**config.mk**
```make
export PLATFORM = sky130hd
export DESIGN_NAME = pmtmr
export DESIGN_NICKNAME = d
export VERILOG_FILES = /design/src/rtl/pmtmr_pkg.sv /design/src/rtl/pmtmr_dp.sv /design/src/rtl/pmtmr_ctrl.sv /design/src/rtl/pmtmr.sv
export SDC_FILE = /design/constraint.sdc
export NUM_CORES = 1
export LEC_CHECK = 0
export BUFFER_PORTS_ARGS = -buffer_cell sky130_fd_sc_hd__buf_2
export CAP_MARGIN = 0
export CELL_PAD_IN_SITES_DETAIL_PLACEMENT = 2
export CELL_PAD_IN_SITES_GLOBAL_PLACEMENT = 2
export CORE_MARGIN = 2
export CORE_UTILIZATION = 36
export CTS_CLUSTER_DIAMETER = 120
export DETAILED_ROUTE_END_ITERATION = 8
export PLACE_DENSITY_LB_ADDON = 0.1
export SETUP_SLACK_MARGIN = 0.5
export SLEW_MARGIN = 15
export SYNTH_ARGS = -nofsm -noshare
export SYNTH_HDL_FRONTEND = slang
export SYNTH_SLANG_ARGS = --single-unit
```
**constraint.sdc**
```tcl
create_clock -name clk -period 3.15 [get_ports clk]
set_clock_uncertainty 0.1 [all_clocks]
set_input_delay 0.945 -clock clk [delete_from_list [all_inputs] [get_ports clk]]
set_output_delay 0.945 -clock clk [all_outputs]
set_load 0.02 [all_outputs]
```
**src/rtl/pmtmr_pkg.sv**
```systemverilog
package pmtmr_pkg;

  localparam int REG_BYTES = 3;
  localparam int REG_W     = 8 * REG_BYTES;

  typedef enum logic [2:0] {
    ADDR_CNT_LO  = 3'd0,
    ADDR_CNT_MID = 3'd1,
    ADDR_CNT_HI  = 3'd2,
    ADDR_STATUS  = 3'd3,
    ADDR_IRQ_EN  = 3'd4,
    ADDR_CTRL    = 3'd5
  } regAddr_e;

  typedef struct packed {
    logic advance;
    logic latchSnap;
    logic clrStatus;
  } strobes_t;

endpackage

```
**src/rtl/pmtmr_dp.sv**
```systemverilog
module pmtmr_dp
  import pmtmr_pkg::*;
#(
  parameter int CNT_W = 24
) (
  input  logic                 clk,
  input  logic                 rstN,
  input  strobes_t             strobes,
  output logic [CNT_W-1:0]     count,
  output logic [REG_W-1:0]     countWide,
  output logic [REG_W-9:0]     snapWide,
  output logic                 statusFlag
);

  localparam int TOP = CNT_W - 1;

  logic [CNT_W-1:0] countNext;
  logic             topChange;

  assign countNext = count + CNT_W'(1);
  assign topChange = strobes.advance && (countNext[TOP] != count[TOP]);

  generate
    if (CNT_W < REG_W) begin : g_pad
      assign countWide = {{(REG_W - CNT_W){1'b0}}, count};
    end else begin : g_full
      assign countWide = count;
    end
  endgenerate

  always_ff @(posedge clk) begin
    if (!rstN) begin
      count      <= '0;
      snapWide   <= '0;
      statusFlag <= 1'b0;
    end else begin
      if (strobes.advance)   count    <= countNext;
      if (strobes.latchSnap) snapWide <= countWide[REG_W-1:8];
      statusFlag <= topChange || (statusFlag && !strobes.clrStatus);
    end
  end

endmodule

```
**src/rtl/pmtmr_ctrl.sv**
```systemverilog
module pmtmr_ctrl
  import pmtmr_pkg::*;
(
  input  logic                 clk,
  input  logic                 rstN,
  input  logic                 tickEn,
  input  logic [2:0]           regAddr,
  input  logic                 regWr,
  input  logic                 regRd,
  input  logic [7:0]           regWdata,
  input  logic [REG_W-1:0]     countWide,
  input  logic [REG_W-9:0]     snapWide,
  input  logic                 statusFlag,
  output strobes_t             strobes,
  output logic                 timerOn,
  output logic                 timerEnable,
  output logic [7:0]           regRdata
);

  regAddr_e addr;
  assign addr = regAddr_e'(regAddr);

  always_comb begin
    strobes.advance   = tickEn && timerOn;
    strobes.latchSnap = regRd && (addr == ADDR_CNT_LO);
    strobes.clrStatus = regWr && (addr == ADDR_STATUS) && regWdata[0];
  end

  always_ff @(posedge clk) begin
    if (!rstN) begin
      timerOn     <= 1'b1;
      timerEnable <= 1'b0;
    end else if (regWr) begin
      if (addr == ADDR_CTRL)   timerOn     <= regWdata[0];
      if (addr == ADDR_IRQ_EN) timerEnable <= regWdata[0];
    end
  end

  always_comb begin
    unique case (addr)
      ADDR_CNT_LO:  regRdata = countWide[7:0];
      ADDR_CNT_MID: regRdata = snapWide[7:0];
      ADDR_CNT_HI:  regRdata = snapWide[15:8];
      ADDR_STATUS:  regRdata = {7'b0, statusFlag};
      ADDR_IRQ_EN:  regRdata = {7'b0, timerEnable};
      ADDR_CTRL:    regRdata = {7'b0, timerOn};
      default:      regRdata = 8'h00;
    endcase
  end

endmodule

```
**src/rtl/pmtmr.sv**
```systemverilog
module pmtmr
  import pmtmr_pkg::*;
#(
  parameter int CNT_W = 24
) (
  input  logic       clk,
  input  logic       rstN,
  input  logic       tickEn,
  input  logic [2:0] regAddr,
  input  logic       regWr,
  input  logic       regRd,
  input  logic [7:0] regWdata,
  output logic [7:0] regRdata,
  output logic       sciReq
);

  strobes_t          strobes;
  logic [CNT_W-1:0]  count;
  logic [REG_W-1:0]  countWide;
  logic [REG_W-9:0]  snapWide;
  logic              statusFlag;
  logic              timerOn;
  logic              timerEnable;

  pmtmr_ctrl u_ctrl (
    .clk         (clk),
    .rstN        (rstN),
    .tickEn      (tickEn),
    .regAddr     (regAddr),
    .regWr       (regWr),
    .regRd       (regRd),
    .regWdata    (regWdata),
    .countWide   (countWide),
    .snapWide    (snapWide),
    .statusFlag  (statusFlag),
    .strobes     (strobes),
    .timerOn     (timerOn),
    .timerEnable (timerEnable),
    .regRdata    (regRdata)
  );

  pmtmr_dp #(.CNT_W(CNT_W)) u_dp (
    .clk        (clk),
    .rstN       (rstN),
    .strobes    (strobes),
    .count      (count),
    .countWide  (countWide),
    .snapWide   (snapWide),
    .statusFlag (statusFlag)
  );

  assign sciReq = statusFlag && timerEnable;

endmodule

```
==> results of run 1 <==
## cells by family after synthesis
| kind of cell | share of synthesized area (%) |
|---|---|
| buffers and inverters | 3.18 |
| adders and majority gates | 0.611 |
| muxes | 6.97 |
| AOI/OAI and AO/OA | 12.6 |
| DFF | 42.1 |
| and+or+nand+nor | 30.3 |
| xor gates and xnor gates | 4.28 |
## worst reg2reg max path: stages, from the launching register on
cell,delay [ns]
dfxtp_1,0.47
nand4_1,0.25
or4_1,0.74
or4_1,0.53
a21oi_1,0.17
## synthesized netlist by cell type (3+ instances only)
cell      count  area share [%]
clkbuf_1      9             1.7
mux2i_1      12             5.9
nor4_1        3            0.92
o21ai_0       4            0.98
xnor2_1       5             2.1
a21oi_1      34             8.3
dfxtp_1      43              42
nor2_1       27             5.0
buf_1         3            0.55
or4_1         9             3.3
o31ai_1       4             1.5
nand3_1      10             2.4
or3_1         4             1.2
xor2_1        5             2.1
nand2_1      49             9.0
inv_1         4            0.73
nand4_1       7             2.1
nand2b_1      3            0.92
## sequential cells by signal, summed over array words and instances, names as in the netlist
| name | count |
|---|---|
| u_ctrl.timerEnable | 1 |
| u_ctrl.timerOn | 1 |
| u_dp.count | 24 |
| u_dp.snapWide | 16 |
| u_dp.statusFlag | 1 |
## cell type report
cell class	count	area share (%)
Multi-Input combinational cell	199	49.3
Sequential cell	43	34.2
Timing Repair Buffer	25	9.05
Tap cell	72	3.58
Clock buffer	5	2.73
Clock inverter	3	0.596
Inverter	4	0.596
## power breakdown
part / total (mW) / internal (mW) / switching (mW)
Clock: 0.348 / 0.152 / 0.196
Combinational: 0.0766 / 0.0313 / 0.0453
Sequential: 0.551 / 0.546 / 0.00493
## per-layer routing
metal	wire (um)	vias up	part of all wire [%]
met4	58	0	0.93
met2	3140	16	50
met3	117	6	1.9
met5	0	-	0
li1	-	944	-
met1	2920	966	47
## per-stage QoR
step                      setup WS, ns  std cells  cell area [um^2]  hold WS, ns
after detailed placement         0.137        342              2280        0.352
after CTS                        0.281        350              2470        0.368
after global placement           0.137        342              2280        0.343
final                            0.326        351              2520        0.367
after floorplan                  0.510        259              2090        0.334
after global routing             0.280        351              2520        0.396
## path summary, 6_finish.rpt
path | startpoint | end
max | regAddr[0] | regRdata[4]
min | u_dp.snapWide[8] | u_dp.snapWide[8]
max reg2reg | u_dp.count[5] | u_dp.statusFlag
min reg2reg | u_dp.snapWide[8] | u_dp.snapWide[8]
## cells in the final DEF (no fill, tap or decap), types with 3 or more instances in the layout
master    synthesis  routed
a21oi_1          34      28
a21oi_2           0       6
buf_12            0       3
buf_2             1       8
buf_4             0       8
buf_6             0       6
clkbuf_8          0       5
clkinv_2          0       3
dfxtp_1          43      43
inv_1             4       4
mux2i_1          12       9
nand2_1          49      49
nand2b_1          3       3
nand3_1          10      10
nand4_1           7       7
nor2_1           27      17
nor2_2            0       9
nor4_1            3       3
o21ai_0           4       4
o31ai_1           4       4
or3_1             4       4
or4_1             9       9
xnor2_1           5       5
xor2_1            5       5
## repair_timing
| action | in CTS | in global routing |
|---|---|---|
| setup endpoints to repair | 8 | 8 |
| pin swaps | 6 | 4 |
| resized for setup | 28 | 8 |
| buffers inserted | 0 | 1 |
==> impl_metrics.tcl, run 1 <==
set metrics [dict create \
    grtUsageMet2_pct 36.4 \
    worstMarginPinSlew_ns 0.738 \
    grt_max_degree 30 \
    ys_types 36 \
    synth_ff_type "dfxtp_1" \
    peakVddDrop_mv 0.156 \
    vias_per_cell 5.50 \
    die-area_mm2 0.00631 \
    hold_path_class "register to register" \
    first_pass_iters 4 \
    path_clk_slew_ns 0.08 \
    cpPeakStageDelay_ns 0.23 \
    synthToLayoutAreaGrowth_pct 23.0 \
    gr-usage-met3_pct 3.73 \
    synthesis.area_mm2 0.00205 \
    regArea_um2 861 \
    finalSetupTns_ns 0 \
    cts-root-buf "clkbuf_8" \
    reg2reg_depth 4 \
    die_h_um 79.4 \
    cp_max_fo 7 \
    num_rows 27 \
    cp_cell_sequence "buf_12 -> buf_12 -> mux2i_4 -> nor2_2 -> a21oi_2 -> nor2_2 -> buf_6" \
    wirelength_mm 6.24 \
    fin_util_pct 45.7 \
    power_density_mw_per_mm2 388 \
    netlist_instances 259 \
    ys_warn_count 0 \
    holdPathStages 2 \
    ys_seq_area_share_pct 42.1 \
    synth-async-reset-ratio_pct 0 \
    place.gp.congestion 0.755 \
    setup_viol 0 \
    ff2ff_setup_slack_ns 0.83 \
    cts_sinks 43 \
    hold_violations 0 \
    crit_arrival_ns 1.78 \
    cp_num_cells 7 \
    cts_buffer_depth 2 \
    synth_edf_count 0 \
    cap_violations 0 \
    tritoncts "done" \
    io_buffers 17 \
    drt_iter0_markers 55 \
    nFillCells 625 \
    end_kind "output port" \
    start_util_pct 37.2 \
    avgSynthCellArea_um2 7.90 \
    holdBufCountCts 0 \
    grt_use_met1_pct 27.0 \
    drv_slew 0 \
    ys_ff_latch 43 \
    grt_pass1_wl_mm 10.2 \
    wire_per_inst_um 17.8 \
    die_w_um 79.4 \
    crit_buf_inv 3 \
    final_net_count 295 \
    fin_crit_ns 2.82 \
    status "finished clean" \
    syn_nets 276 \
    clock_latency_ns 0.29 \
    grt_usage_pct 21.0 \
    fin_crit_sh_pct 89.6 \
    diodes 0 \
    required_ns 2.10 \
    rsz0062_at_grt "yes" \
    leakage_nw 0.852 \
    drive_gt1_share_pct 22.2 \
    place_hpwl_mm 4.28 \
    overflow 0 \
    startpoint_type "input pin" \
    crit_type "input pin to output port" \
    max-slew-margin-rel_pct 50.6 \
    vias 1932 \
    ioPinCount 25 \
    power_mw 0.976 \
    critPathTopFamily "buffers and inverters" \
    drcViolationCount 0 \
    htree_levels 2 \
    grt_pass1_vias 2002 \
    antenna_found_initial 0 \
    cts_made_buffers 5 \
    slowest_stage "mux2i_4" \
    fmax_ghz 0.354 \
    coreArea_mm2 0.00551 \
    drtAntennaViolNets 0 \
    grt.busiest_layer "met2" \
    multi_input_area_mm2 0.00124 \
]
(Power assumes the default switching activity.)
==> run 2: changes to the inputs <==
--- a/config.mk
+++ b/config.mk
@@ -10,7 +10,8 @@
 export CELL_PAD_IN_SITES_DETAIL_PLACEMENT = 2
 export CELL_PAD_IN_SITES_GLOBAL_PLACEMENT = 2
 export CORE_MARGIN = 2
-export CORE_UTILIZATION = 36
+export CORE_UTILIZATION = 33
+export CTS_BUF_LIST = sky130_fd_sc_hd__clkbuf_16
 export CTS_CLUSTER_DIAMETER = 120
 export DETAILED_ROUTE_END_ITERATION = 8
 export PLACE_DENSITY_LB_ADDON = 0.1
==> constraint.sdc (replaced) <==
create_clock -name clk -period 2.8 [get_ports clk]
set_clock_uncertainty 0.1 [all_clocks]
set_input_delay 0.84 -clock clk [delete_from_list [all_inputs] [get_ports clk]]
set_output_delay 0.84 -clock clk [all_outputs]
set_load 0.02 [all_outputs]
==> run 2 against run 1 <==
Against the previous run: wire length rose by 9.3%; non-clock buffer count grew 4; cell area up 5.0%; via count is 2.5% higher; total power increased by 40%; register-to-register slack got worse by 0.17 ns; critical path depth unchanged; critical endpoint is now regRdata[3]; largest cell class unchanged.
==> impl_metrics.tcl, run 2 (synthesized netlist as in run 1, its figures left out) <==
set metrics [dict create \
    wirelength_mm 6.82 \
    leakage_nw 0.899 \
    cts_sinks 43 \
    peakVddDrop_mv 0.229 \
    switching_power_mw 0.301 \
    cts_made_buffers 5 \
    holdBufCountCts 0 \
    fin_util_pct 44.4 \
    grt_pass1_wl_mm 10.4 \
    antenna_found_initial 0 \
    drcViolationCount 0 \
    grt_use_met1_pct 25.4 \
    drive_gt1_share_pct 24.5 \
    min-delay-start "u_dp.snapWide[8]" \
    drv_slew 0 \
    grtUsageMet2_pct 36.6 \
    combPwrFrac_pct 6.5 \
    power_density_mw_per_mm2 518 \
    place.gp.congestion 0.741 \
    gr-usage-met3_pct 4.24 \
    fmax_ghz 0.377 \
    cts_buffer_depth 2 \
    cap_violations 0 \
    largest_reg_flops 24 \
    startpoint_type "input pin" \
    rsz0062_at_grt "yes" \
    drt_iter0_markers 43 \
    tritoncts "done" \
    finalInstanceArea_mm2 0.00264 \
    p_clk_share_pct 48.1 \
    final_common_cell "nand2_1" \
    worstMarginPinSlew_ns 0.449 \
    hold_violations 0 \
    vias_per_cell 5.55 \
    fin_crit_sh_pct 94.7 \
    diodes 0 \
    power_mw 1.37 \
    grt_max_degree 39 \
    timing.rr.start "u_dp.count[0]" \
    io_buffers 17 \
    seqPwrFrac_pct 45.4 \
    cpPeakStageDelay_ns 0.18 \
    fin_crit_ns 2.65 \
    overflow 0 \
    largest_registers "u_dp.count (24), u_dp.snapWide (16)" \
    place_hpwl_mm 4.29 \
    first_pass_iters 4 \
    hold_path_class "register to register" \
    critPathTopFamily "buffers and inverters" \
    p_int_mw 1.07 \
    die-area_mm2 0.00685 \
    vias 1981 \
    crit_path_start "regAddr[0]" \
    synthToLayoutAreaGrowth_pct 29.1 \
    crit_buf_inv 3 \
    status "finished clean" \
    largest-register "u_dp.count" \
    clock_latency_ns 0.29 \
    drtAntennaViolNets 0 \
    ioPinCount 25 \
    end_kind "output port" \
    htree_levels 2 \
    die_w_um 82.8 \
    cp_max_fo 7 \
    wire_per_inst_um 19.1 \
    grt_usage_pct 20.7 \
    crit_arrival_ns 1.71 \
    coreArea_mm2 0.00596 \
    crit_type "input pin to output port" \
    required_ns 1.86 \
    cp_cell_sequence "buf_12 -> buf_12 -> mux2i_4 -> nor2_2 -> a21oi_2 -> nor2_2 -> buf_6" \
    finalSetupTns_ns 0 \
    switching_share_pct 22.0 \
    setup_viol 0 \
    timing.final.ws_setup_ns 0.148 \
    start_util_pct 34.4 \
    grt.busiest_layer "met2" \
    final_cell_mix "49 x nand2_1, 43 x dfxtp_1, 27 x a21oi_1" \
    cts-root-buf "clkbuf_16" \
    final_net_count 299 \
    path_clk_slew_ns 0.06 \
    num_rows 28 \
    dp_slack_ns -0.000896 \
    grt_pass1_vias 2057 \
    placed_cell_area_mm2 0.00231 \
    max-slew-margin-rel_pct 70.1 \
    die_h_um 82.8 \
    slowest_stage "mux2i_4" \
]
[run 2: cell count changes in the layout (fill, tap and decap cells not counted), moves of 2 or more]
cell,change
or4_4,+2
clkinv_2,-3
clkbuf_16,+5
buf_4,+3
or4_1,-2
clkbuf_8,-5
nor2_2,+2
[run 2: final timing paths]
| path | endpoint | slack [ns] | depth (start not counted) |
|---|---|---|---|
| max | regRdata[3] | 0.15 | 7 |
| max reg2reg | u_dp.count[20] | 0.66 | 5 |
| min reg2reg | u_dp.snapWide[8] | 0.36 | 2 |
| min | u_dp.snapWide[8] | 0.36 | 2 |
[run 2: metrics by stage]
step | cells | hold WS, ns
2_1_floorplan | 259 | 0.334
3_3_place_gp | 347 | 0.343
3_5_place_dp | 347 | 0.351
4_1_cts | 355 | 0.362
5_1_grt | 357 | 0.396
6_report | 357 | 0.361
[run 2: final cells by class]
class                           instances  area, um^2
Clock inverter                          2        37.5
Sequential cell                        43         861
Tap cell                               75        93.8
Fill cell                             700        3310
Timing Repair Buffer                   29         262
Clock buffer                            5         125
Multi-Input combinational cell        199        1250
Inverter                                4        15.0
[run 2: power by group through the flow]
stage,clock (mW),combinational (mW),sequential [mW]
3_5_place_dp,0,0.0765,0.635
4_1_cts,0.672,0.0830,0.621
3_3_place_gp,0,0.0741,0.635
2_1_floorplan,0,0.0468,0.633
5_1_grt,0.699,0.0969,0.622
6_report,0.658,0.0895,0.621
[run 2: repair_timing]
item	CTS	global route
resized for setup	20	17
setup buffers	1	2
hold endpoints to repair	0	0
setup endpoints to repair	8	17
pin swaps	6	8
[run 2: routing by layer]
metal / share of wire (%) / wire length (um)
met5: 0 / 0
met1: 45 / 3070
met3: 2.2 / 149
met4: 1.1 / 78
met2: 52 / 3530
[run 2: tightest hold or removal path, cell delays in order (launching register included)]
cell and delay, ns:
dfxtp_1 0.31, nand2_1 0.05, a21oi_1 0.05
==> run 3: changes to the inputs <==
==> constraint.sdc (replaced) <==
create_clock -name clk -period 2.8 [get_ports clk]
set_clock_uncertainty 0.1 [all_clocks]
set_input_delay 0.84 -clock clk [delete_from_list [all_inputs] [get_ports clk]]
set_output_delay 0.84 -clock clk [all_outputs]
set_load 0.005 [all_outputs]
==> run 3 against run 2 <==
Against the previous run: setup slack lost 0.0054 ns; first-iteration DRC count grew 53%; core utilization shrank 1.6 points; largest cell class unchanged; global-route usage shrank 0.96 points; sequential power is essentially flat; fmax shrank 0.20%.
==> impl_metrics.tcl, run 3 (synthesized netlist as in run 1, its figures left out) <==
set metrics [dict create \
    max-slew-margin-rel_pct 70.8 \
    overflow 0 \
    drcViolationCount 0 \
    drv_slew 0 \
    crit_arrival_ns 1.72 \
    die_w_um 82.8 \
    cts-root-buf "clkbuf_16" \
    drtAntennaViolNets 0 \
    slowest_stage "mux2i_2" \
    setup_viol 0 \
    critPathTopFamily "buffers and inverters" \
    cap_violations 0 \
    vias_per_cell 5.50 \
    die-area_mm2 0.00685 \
    start_util_pct 34.4 \
    path_clk_slew_ns 0.06 \
    final_cell_mix "49 x nand2_1, 42 x dfxtp_1, 33 x a21oi_1" \
    clock_latency_ns 0.28 \
    diodes 0 \
    required_ns 1.86 \
    hold_violations 0 \
    reg2reg_depth 4 \
    crit_type "input pin to output port" \
    startpoint_type "input pin" \
    fin_crit_sh_pct 94.9 \
    crit_buf_inv 3 \
    first_pass_iters 4 \
    largest-register "u_dp.count" \
    min-delay-start "u_dp.snapWide[11]" \
    place.gp.congestion 0.706 \
    htree_levels 2 \
    power_density_mw_per_mm2 533 \
    grt_usage_pct 19.8 \
    cts_made_buffers 5 \
    fin_crit_ns 2.66 \
    final_net_count 299 \
    timing.rr.start "u_dp.count[5]" \
    grt_pass1_vias 1961 \
    die_h_um 82.8 \
    coreArea_mm2 0.00596 \
    crit_path_start "regAddr[0]" \
    grt_max_degree 39 \
    cts_sinks 43 \
    placed_cell_area_mm2 0.00228 \
    end_kind "output port" \
    largest_registers "u_dp.count (24), u_dp.snapWide (16)" \
    ioPinCount 25 \
    grt_pass1_wl_mm 9.91 \
    nFillCells 696 \
    drt_iter0_markers 66 \
    antenna_found_initial 0 \
    cp_cell_sequence "buf_12 -> buf_12 -> mux2i_2 -> nor2_1 -> a21oi_1 -> nor2_1 -> buf_2" \
    vias 1970 \
    synthToLayoutAreaGrowth_pct 24.4 \
    holdPathStages 2 \
    fmax_ghz 0.376 \
    io_buffers 17 \
    largest_reg_flops 24 \
    cp_max_fo 6 \
    dp_slack_ns 0.0310 \
    num_rows 28 \
    worstMarginPinSlew_ns 0.437 \
    cpPeakStageDelay_ns 0.22 \
    peakVddDrop_mv 0.229 \
    power_mw 1.36 \
    wirelength_mm 6.22 \
    cp_num_cells 7 \
    final_common_cell "nand2_1" \
    tritoncts "done" \
    place_hpwl_mm 4.41 \
    finalSetupTns_ns 0 \
    status "finished clean" \
    drive_gt1_share_pct 18.4 \
    cts_buffer_depth 2 \
    finalInstanceArea_mm2 0.00255 \
    leakage_nw 0.911 \
    timing.final.ws_setup_ns 0.142 \
    hold_path_class "register to register" \
    rsz0062_at_grt "yes" \
    wire_per_inst_um 17.4 \
]
## run 3: cell types whose count changed in the layout (fill, tap and decap cells not counted), sizes merged
cell,delta
buf,-2
clkbuf,+2
clkinv,+2
clkinvlp,-1
## run 3: worst paths after layout
| check | to | slack [ns] |
|---|---|---|
| max | regRdata[4] | 0.14 |
| min | u_dp.snapWide[11] | 0.36 |
| max reg2reg | u_dp.statusFlag | 0.62 |
| min reg2reg | u_dp.snapWide[11] | 0.36 |
## run 3: per-stage QoR
step           util (%)  hold WS, ns  cells
3_5_place_dp       38.2        0.351    346
6_report           42.8        0.357    358
3_3_place_gp       38.2        0.344    346
2_1_floorplan         -        0.336    259
4_1_cts            41.6        0.361    356
5_1_grt            42.8        0.383    358
## run 3: tightest hold or removal path: stages, from the launching register on
cell,delay (ns)
dfxtp_1,0.31
nand2_1,0.05
a21oi_1,0.05
## run 3: repair_timing
item,4_1_cts,5_1_grt
cloned,0,0
setup endpoints to repair,8,17
setup buffers,2,2
pin swaps,2,9
hold buffers,0,0
resized for setup,6,14
## run 3: cell type report
| type | instances | area, um^2 | share of cell area [%] |
|---|---|---|---|
| Multi-Input combinational cell | 199 | 1190 | 46.7 |
| Inverter | 4 | 15.0 | 0.589 |
| Clock inverter | 3 | 38.8 | 1.52 |
| Timing Repair Buffer | 29 | 223 | 8.74 |
| Tap cell | 75 | 93.8 | 3.68 |
| Sequential cell | 43 | 862 | 33.8 |
| Clock buffer | 5 | 125 | 4.91 |
## run 3: layer usage
layer | GRT usage, % | share of wire [%] | vias to the layer above
met5 | 0 | 0 | -
met3 | 4.35 | 2.3 | 6
met2 | 35.2 | 51 | 26
met1 | 23.8 | 46 | 981
li1 | - | - | 957
met4 | 5.57 | 1.2 | 0
## run 3: power by group
group	total [mW]	leakage (nW)	switching [mW]	internal, mW
registers	0.622	0.347	0.00564	0.616
logic	0.0842	0.483	0.0473	0.0369
clock network	0.651	0.0812	0.235	0.416
